<file path="src/rtl/rpr_pkg.sv">
package rpr_pkg;

    localparam int PRIO_W = 8;

    typedef struct packed {
        logic              nmi;
        logic [PRIO_W-1:0] prio;
    } rpr_entry_t;

    typedef enum logic [1:0] {
        ST_EMPTY = 2'd0,
        ST_HOLD  = 2'd1,
        ST_FULL  = 2'd2
    } rpr_state_e;

    // bits that exist for a given implemented width
    function automatic logic [PRIO_W-1:0] impl_mask(input int pri_bits);
        return 8'hFF << (PRIO_W - pri_bits);
    endfunction

    // group priority at minimum binary point
    function automatic logic [PRIO_W-1:0] group_mask(input int pri_bits);
        logic [PRIO_W-1:0] m;
        m = impl_mask(pri_bits);
        if (pri_bits == PRIO_W) m[0] = 1'b0;
        return m;
    endfunction

endpackage

</file>
<file path="src/rtl/rpr_stack.sv">
module rpr_stack
    import rpr_pkg::*;
#(
    parameter int DEPTH = 4,
    parameter int CNT_W = 3
) (
    input  logic       clk,
    input  logic       rst_n,
    input  logic       push_req,
    input  logic       drop_req,
    input  rpr_entry_t push_data,
    output rpr_entry_t ent_o [DEPTH],
    output logic [CNT_W-1:0] cnt_o
);

    localparam logic [CNT_W-1:0] FULL_CNT = CNT_W'(DEPTH);

    rpr_state_e       state_q, state_d;
    logic [CNT_W-1:0] cnt_q, cnt_d, wr_idx;
    logic             push_ok, pop_ok;
    rpr_entry_t       ent_q [DEPTH];

    // state register
    always_ff @(posedge clk) begin
        if (!rst_n) state_q <= ST_EMPTY;
        else        state_q <= state_d;
    end

    // per-state actions and next state
    always_comb begin
        push_ok = 1'b0;
        pop_ok  = 1'b0;
        unique case (state_q)
            ST_EMPTY: begin
                push_ok = push_req;
            end
            ST_HOLD: begin
                push_ok = push_req;
                pop_ok  = drop_req;
            end
            ST_FULL: begin
                pop_ok  = drop_req;
                push_ok = push_req && drop_req;
            end
            default: begin
                push_ok = 1'b0;
                pop_ok  = 1'b0;
            end
        endcase

        cnt_d = cnt_q;
        if (pop_ok && !push_ok)      cnt_d = cnt_q - 1'b1;
        else if (push_ok && !pop_ok) cnt_d = cnt_q + 1'b1;
        wr_idx = pop_ok ? cnt_q - 1'b1 : cnt_q;

        if (cnt_d == '0)           state_d = ST_EMPTY;
        else if (cnt_d == FULL_CNT) state_d = ST_FULL;
        else                        state_d = ST_HOLD;
    end

    always_ff @(posedge clk) begin
        if (!rst_n) begin
            cnt_q <= '0;
            for (int i = 0; i < DEPTH; i++) ent_q[i] <= '0;
        end else begin
            cnt_q <= cnt_d;
            for (int i = 0; i < DEPTH; i++) begin
                if (push_ok && int'(wr_idx) == i) ent_q[i] <= push_data;
            end
        end
    end

    assign ent_o = ent_q;
    assign cnt_o = cnt_q;

    a_r9_no_overflow: assert property (@(posedge clk) disable iff (!rst_n)
        cnt_q <= FULL_CNT);
    a_r9_full_ack_ignored: assert property (@(posedge clk) disable iff (!rst_n)
        (state_q == ST_FULL && push_req && !drop_req) |=> (cnt_q == FULL_CNT));
    a_r8_drop_pops: assert property (@(posedge clk) disable iff (!rst_n)
        (drop_req && !push_req && cnt_q != '0) |=> (cnt_q == $past(cnt_q) - 1'b1));
    a_r10_swap_keeps_count: assert property (@(posedge clk) disable iff (!rst_n)
        (drop_req && push_req && cnt_q != '0) |=> $stable(cnt_q));

endmodule

</file>
<file path="src/rtl/rpr_format.sv">
module rpr_format
    import rpr_pkg::*;
#(
    parameter int DEPTH    = 4,
    parameter int CNT_W    = 3,
    parameter int PRI_BITS = 8,
    parameter bit NMI_EN   = 1'b1
) (
    input  logic             clk,
    input  logic             rst_n,
    input  rpr_entry_t       ent_i [DEPTH],
    input  logic [CNT_W-1:0] cnt_i,
    output logic [63:0]      rpr_word
);

    localparam logic [PRIO_W-1:0] GMASK = group_mask(PRI_BITS);
    localparam logic [PRIO_W-1:0] IDLE  = impl_mask(PRI_BITS);

    logic [PRIO_W-1:0] best, grp;
    logic              nmi_any;

    always_comb begin
        best    = IDLE;
        nmi_any = 1'b0;
        grp     = '0;
        for (int i = 0; i < DEPTH; i++) begin
            if (i < int'(cnt_i)) begin
                grp = ent_i[i].prio & GMASK;
                if (grp < best) best = grp;
                nmi_any = nmi_any | ent_i[i].nmi;
            end
        end
        rpr_word = {nmi_any & NMI_EN, 55'd0, best};
    end

    a_r3_idle_when_empty: assert property (@(posedge clk) disable iff (!rst_n)
        (cnt_i == '0) |-> (rpr_word[7:0] == IDLE && !rpr_word[63]));
    a_r5_field_masked: assert property (@(posedge clk) disable iff (!rst_n)
        (cnt_i != '0) |-> ((rpr_word[7:0] & ~GMASK) == '0));
    a_r6_nmi_needs_entry: assert property (@(posedge clk) disable iff (!rst_n)
        rpr_word[63] |-> (cnt_i != '0));

endmodule

</file>
<file path="src/rtl/rpr_tracker.sv">
module rpr_tracker
    import rpr_pkg::*;
#(
    parameter int PRI_BITS = 8,
    parameter int DEPTH    = 4,
    parameter bit NMI_EN   = 1'b1
) (
    input  logic        clk,
    input  logic        rst_n,
    input  logic        ack_valid,
    input  logic [7:0]  ack_prio,
    input  logic        ack_nmi,
    input  logic        drop_valid,
    output logic [63:0] rpr_word
);

    localparam int CNT_W = $clog2(DEPTH + 1);

    rpr_entry_t       ent [DEPTH];
    rpr_entry_t       push_data;
    logic [CNT_W-1:0] cnt;

    assign push_data = '{nmi: ack_nmi, prio: ack_prio};

    rpr_stack #(.DEPTH(DEPTH), .CNT_W(CNT_W)) u_stack (
        .clk       (clk),
        .rst_n     (rst_n),
        .push_req  (ack_valid),
        .drop_req  (drop_valid),
        .push_data (push_data),
        .ent_o     (ent),
        .cnt_o     (cnt)
    );

    rpr_format #(.DEPTH(DEPTH), .CNT_W(CNT_W), .PRI_BITS(PRI_BITS), .NMI_EN(NMI_EN)) u_fmt (
        .clk      (clk),
        .rst_n    (rst_n),
        .ent_i    (ent),
        .cnt_i    (cnt),
        .rpr_word (rpr_word)
    );

endmodule

</file>
<file path="config.mk">
export PLATFORM = sky130hd
export DESIGN_NAME = rpr_tracker
export DESIGN_NICKNAME = d
export VERILOG_FILES = /design/src/rtl/rpr_pkg.sv /design/src/rtl/rpr_stack.sv /design/src/rtl/rpr_format.sv /design/src/rtl/rpr_tracker.sv
export SDC_FILE = /design/constraint.sdc
export NUM_CORES = 1
export LEC_CHECK = 0
export ABC_AREA = 1
export BUFFER_PORTS_ARGS = -buffer_cell sky130_fd_sc_hd__buf_2
export CAP_MARGIN = 30
export CORE_ASPECT_RATIO = 2
export CORE_MARGIN = 2
export CORE_UTILIZATION = 57
export CTS_CLUSTER_DIAMETER = 200
export DETAILED_ROUTE_END_ITERATION = 10
export GPL_ROUTABILITY_DRIVEN = 1
export GPL_TIMING_DRIVEN = 0
export PLACE_DENSITY = 0.9
export SLEW_MARGIN = 20
export SYNTH_ARGS = -nofsm -noshare
export SYNTH_HDL_FRONTEND = slang
export SYNTH_SLANG_ARGS = --single-unit
</file>
<file path="constraint.sdc">
create_clock -name clk -period 11.53 [get_ports clk]
set_input_delay 0 -clock clk [delete_from_list [all_inputs] [get_ports clk]]
set_output_delay 0 -clock clk [all_outputs]
set_load 0.02 [all_outputs]
</file>
==> out/metrics.csv, run 1 <==
metric,value,unit
Max Slew Vio Count,0,
"leading cell types in the layout, fill and taps excluded","nor2_1 (61), nand2_1 (60), buf_4 (56)",
final antenna-violating net count,0,
core region area,4642,µm²
violated checks,hold timing,
total wire length,6.269,mm
max-cap violations,0,
post-synthesis cell area,2768,µm²
peak per-stage delay on the critical path,0.57,ns
post_cts resized,0,
clk root buf,clkbuf_8,
Setup Viol. Count Final,0,
DRT iter0 DRCs,40,
total grt overflow,0,
GPL Wtd Cong,0.9349,
Clock Path Buffers,2,
worst min path class,input port to register,
slew margin rel.,52.34,%
Synth cell types,29,
CTS tree,yes,
Leak Pwr,1.830,nW
"Top FF cell, synth",dfxtp_1,
period utilisation layout,48.21,%
share of layout cells above drive strength 1,22.04,%
DP HPWL,5.081,mm
GRT Overall Usage,24.85,%
Syn Inst Count,393,
Cell Rows,35,
Pre-antenna DRT Iters,4,
vias per cell,4.845,
final hold vios,1,
Final nets,518,
Worst-path clk slew,0.07,ns
asr flop ratio synth,0,%
actual slew at the worst max-slew pin,0.7149,ns
Ant. Diodes,0,
YS warnings,0,
die area,5463,µm²
Crit Path Class,register to output port,
port bufs,20,
crit path DAT,5.56,ns
largest net degree at the start of global routing,12,
DR DRC count,0,
clk sinks,37,
CTS Buf Count,5,
cell repeated most along the worst path,nand2_1,
"EDFF count, synth",0,
RSZ-0062 raised after global routing,false,
CP Max Fanout,10,
number of global-route vias before repair,2450,
die width,53.27,µm
CP max-delay cell,a2111oi_4,
Avg Inst Size Synth,7.042,µm²
DR WL/cell,11.70,µm
Die Ht,102.5,µm
Fmax,0.1799,GHz
first-pass GRT wire length,10.13,mm
Worst setup SP type,register,
I/O pin count,77,
Max VDD drop,0.0001964,V
Initial Util,59.62,%
WHS,-0.001239,ns
"most common cell after layout, fill and taps aside",nor2_1,
H-Tree Depth,2,
post-synthesis register bit count,37,
setup_tns,0,ns
fin crit period,5.558,ns
total vias in the final route,2597,
Crit. End Element,output port,
run status,finished with violations,
"Req. time, crit path",11.53,ns
later-pin clock latency in the skew report,0.30,ns
Syn-to-layout area delta,19.80,%
Pwr Density,303.4,nW/µm²
initial antenna violation count,0,
"Seq/Total Area, Yosys",26.76,%
clock skew,0.009161,ns
## where the power goes
group / leakage (nW) / internal, mW / switching, mW
logic: 1.47 / 0.239 / 0.452
registers: 0.302 / 0.169 / 0.0296
clock network: 0.0585 / 0.0705 / 0.0462
## cell families after synthesis
logic type	count (synthesis)	share of synthesized area, %
xor+xnor	2	0.6330
other cells	1	0.1355
flops	37	26.76
fa+ha+maj	25	11.30
buf+inv	101	21.38
compound gates	71	14.33
simple gates	156	25.45
## layer usage
| layer | up-vias | GRT usage [%] | part of all wire (%) |
|---|---|---|---|
| met5 | - | 0 | 0 |
| met4 | 0 | 17.95 | 5.3 |
| met3 | 30 | 3.478 | 6.4 |
| met2 | 121 | 47.01 | 54 |
| met1 | 1123 | 22.40 | 34 |
| li1 | 1323 | - | - |
## flip-flops by register name, summed over array words and instances (netlist names)
signal and count:
u_stack.ent_o 32, u_stack.cnt_o 3, u_stack.state_q 2
## worst paths after layout
check	start	to	slack (ns)	depth (start not counted)
worst max-delay path	u_stack.cnt_o[1]	rpr_word[5]	5.97	31
worst min-delay path	ack_prio[2]	u_stack.ent_o[2]	-0.001	3
worst max register to register	u_stack.state_q[0]	u_stack.ent_o[6]	9.14	10
worst min register to register	u_stack.ent_o[17]	u_stack.ent_o[17]	0.47	2
## layout make-up
type,count,area (µm²)
Clock inverter,1,30.03
Timing Repair Buffer,26,160.2
Tap cell,55,68.82
Clock buffer,7,86.33
Fill cell,401,1326
Inverter,40,150.1
Multi-Input combinational cell,309,1638
Buffer,61,441.7
Sequential cell,37,740.7
## metrics by stage
stage	total power [mW]	setup slack, ns	area, µm²	std cells	util [%]
3_5_place_dp	0.8831	6.335	3139	522	67.63
5_1_grt	1.100	5.569	3316	536	71.43
3_3_place_gp	0.8531	6.408	3139	522	67.63
2_1_floorplan	0.7214	7.170	2970	447	-
6_report	1.006	5.972	3316	536	71.43
4_1_cts	1.001	5.987	3316	536	71.43
## critical path, delay by kind of cell, from the launching register on
family	cells	cell delay, ns
simple gates	15	1.50
buf+inv	6	1.06
compound gates	7	1.51
fa+ha+maj	3	0.85
flops	1	0.34
## repair_timing
action | CTS | global route
buffers inserted | 0 | 0
hold buffers | 6 | 0
endpoints found under the hold margin | 12 | 0
## Yosys cell counts (all sizes together), types with 2 or more instances
| library cell | n | area [µm²] |
|---|---|---|
| dfxtp | 37 | 740.7 |
| buf | 58 | 430.4 |
| o221ai | 2 | 17.52 |
| o21ai | 42 | 210.2 |
| clkbuf | 3 | 11.26 |
| nor2 | 62 | 240.2 |
| inv | 40 | 150.1 |
| nand3 | 19 | 112.6 |
| nand2 | 74 | 345.3 |
| ha | 25 | 312.8 |
| a21oi | 22 | 110.1 |
No activity file was read; power rests on OpenSTA's default activity.
==> inputs of run 2 (changes only) <==
--- a/config.mk
+++ b/config.mk
@@ -10,12 +10,12 @@
 export CAP_MARGIN = 30
 export CORE_ASPECT_RATIO = 2
 export CORE_MARGIN = 2
-export CORE_UTILIZATION = 57
+export CORE_UTILIZATION = 48
 export CTS_CLUSTER_DIAMETER = 200
 export DETAILED_ROUTE_END_ITERATION = 10
 export GPL_ROUTABILITY_DRIVEN = 1
 export GPL_TIMING_DRIVEN = 0
-export PLACE_DENSITY = 0.9
+export PLACE_DENSITY = 0.81
 export SLEW_MARGIN = 20
 export SYNTH_ARGS = -nofsm -noshare
 export SYNTH_HDL_FRONTEND = slang
==> constraint.sdc (replaced) <==
create_clock -name clk -period 4.6 [get_ports clk]
set_input_delay 0 -clock clk [delete_from_list [all_inputs] [get_ports clk]]
set_output_delay 0 -clock clk [all_outputs]
set_load 0.02 [all_outputs]
==> run 2 against run 1 <==
Against the previous run: the run ends with setup timing left; non-clock buffer count grew 34; routed wire length is 31% higher; cell count grew 7.5%; design area is 27% higher; count of clock-buffer cells in the layout decreased by 1; clock skew down 0.0048 ns; die area grew 18%; via count rose by 11%; critical path depth did not move; worst setup slack worse by 6.0 ns; register-to-register slack worse by 7.2 ns; critical endpoint is now rpr_word[3]; largest cell class unchanged.
==> out/metrics.csv, run 2 (same netlist as run 1, synthesis figures left out) <==
metric,value,unit
final antenna-violating net count,0,
"most common cell after layout, fill and taps aside",buf_4,
DP HPWL,4.958,mm
Syn-to-layout area delta,51.67,%
Clock Path Buffers,2,
Initial Util,48.89,%
Crit Path Class,register to output port,
period utilisation layout,101.2,%
share of layout cells above drive strength 1,42.52,%
slew margin rel.,57.93,%
Ant. Diodes,0,
reg2reg path depth,10,
core region area,5660,µm²
Hold EP,u_stack.ent_o[35],
largest net degree at the start of global routing,12,
Largest register FFs,32,
Die Ht,111.4,µm
Max Slew Vio Count,0,
clk sinks,37,
FF-to-FF End,u_stack.ent_o[1],
die width,57.70,µm
Reg2Reg Setup Slack,1.92,ns
setup ws final,-0.05357,ns
DRT iter0 DRCs,118,
later-pin clock latency in the skew report,0.29,ns
WHS,0.007125,ns
run status,finished with violations,
vias per cell,4.990,
"Req. time, crit path",4.60,ns
Pre-antenna DRT Iters,5,
"leading cell types in the layout, fill and taps excluded","buf_4 (88), nor2_1 (55), conb_1 (55)",
violated checks,setup timing,
CTS tree,yes,
RSZ-0062 raised after global routing,true,
H-Tree Depth,2,
CP Max Fanout,8,
setup_tns,-0.3264,ns
GPL Wtd Cong,0.8814,
I/O pin count,77,
first-pass GRT wire length,10.96,mm
Crit. End Element,output port,
actual slew at the worst max-slew pin,0.6287,ns
worst min path class,input port to register,
CP max-delay cell,dfxtp_4,
Final Util,74.16,%
DR DRC count,0,
port bufs,20,
Worst setup SP type,register,
total wire length,8.220,mm
total grt overflow,0,
Fmax,0.2149,GHz
final hold vios,0,
crit path DAT,4.65,ns
fin cells,576,
GRT Overall Usage,21.94,%
Worst R2R Start,u_stack.state_q[0],
initial antenna violation count,0,
clk root buf,clkbuf_16,
fin crit period,4.654,ns
Cell Rows,39,
Final nets,552,
number of global-route vias before repair,2485,
Worst-path clk slew,0.05,ns
Hold Crit Start,ack_nmi,
clock skew,0.004402,ns
die area,6426,µm²
CTS Buf Count,5,
Setup Viol. Count Final,7,
placed instance count,528,
DR WL/cell,14.27,µm
hold path depth,3,
max-cap violations,0,
total vias in the final route,2874,
peak per-stage delay on the critical path,0.36,ns
-- run 2: what timing repair did --
item,4_1_cts,5_1_grt
hold buffers,3,0
resized for setup,67,76
buffers inserted,26,12
gates cloned,1,0
setup endpoints to repair,7,7
pin swaps,31,35
endpoints found under the hold margin,5,0
-- run 2: metal layers --
| layer | GRT usage, % | vias to the layer above | wire, µm |
|---|---|---|---|
| li1 | - | 1395 | - |
| met4 | 14.11 | 0 | 350 |
| met5 | 0 | - | 0 |
| met3 | 2.671 | 27 | 535 |
| met2 | 41.29 | 156 | 4490 |
| met1 | 21.00 | 1296 | 2844 |
-- run 2: per-stage QoR --
stage	setup WS (ns)	instance area [µm²]
2_1_floorplan	0.2397	2970
3_3_place_gp	-0.6537	3147
3_5_place_dp	-0.6539	3147
4_1_cts	-0.1542	3727
5_1_grt	-0.2046	4198
6_report	-0.05357	4198
-- run 2: area by class of cell --
class                      instances  area [µm²]
timing repair buffer              60       479.2
clock inverter                     2       10.01
inverter                          40       173.9
sequential                        37       749.5
clock buffer                       6       128.9
tap                               61       76.32
multi-input combinational        309        2132
buffer                            61       447.9
fill                             398        1463
-- run 2: how the worst max path moves through the flow --
| stage | start | endpoint |
|---|---|---|
| after floorplan | u_stack.cnt_o[1] | rpr_word[1] |
| after global placement | u_stack.cnt_o[2] | rpr_word[5] |
| after detailed placement | u_stack.cnt_o[1] | rpr_word[5] |
| after CTS | u_stack.cnt_o[2] | rpr_word[2] |
| after global routing | u_stack.cnt_o[0] | rpr_word[3] |
| final | u_stack.cnt_o[0] | rpr_word[3] |
-- run 2: worst max-delay path: cells and delay by family, from the launching register on --
| family | cells | cell delay, ns |
|---|---|---|
| compound gates | 7 | 1.11 |
| buf+inv | 7 | 0.88 |
| simple gates | 14 | 1.26 |
| flops | 1 | 0.36 |
| fa+ha+maj | 3 | 0.75 |
Power of run 2 is left out: the tool's default activity adds up to more than one toggle a clock period on the data nets, which glitch-free logic cannot reach.
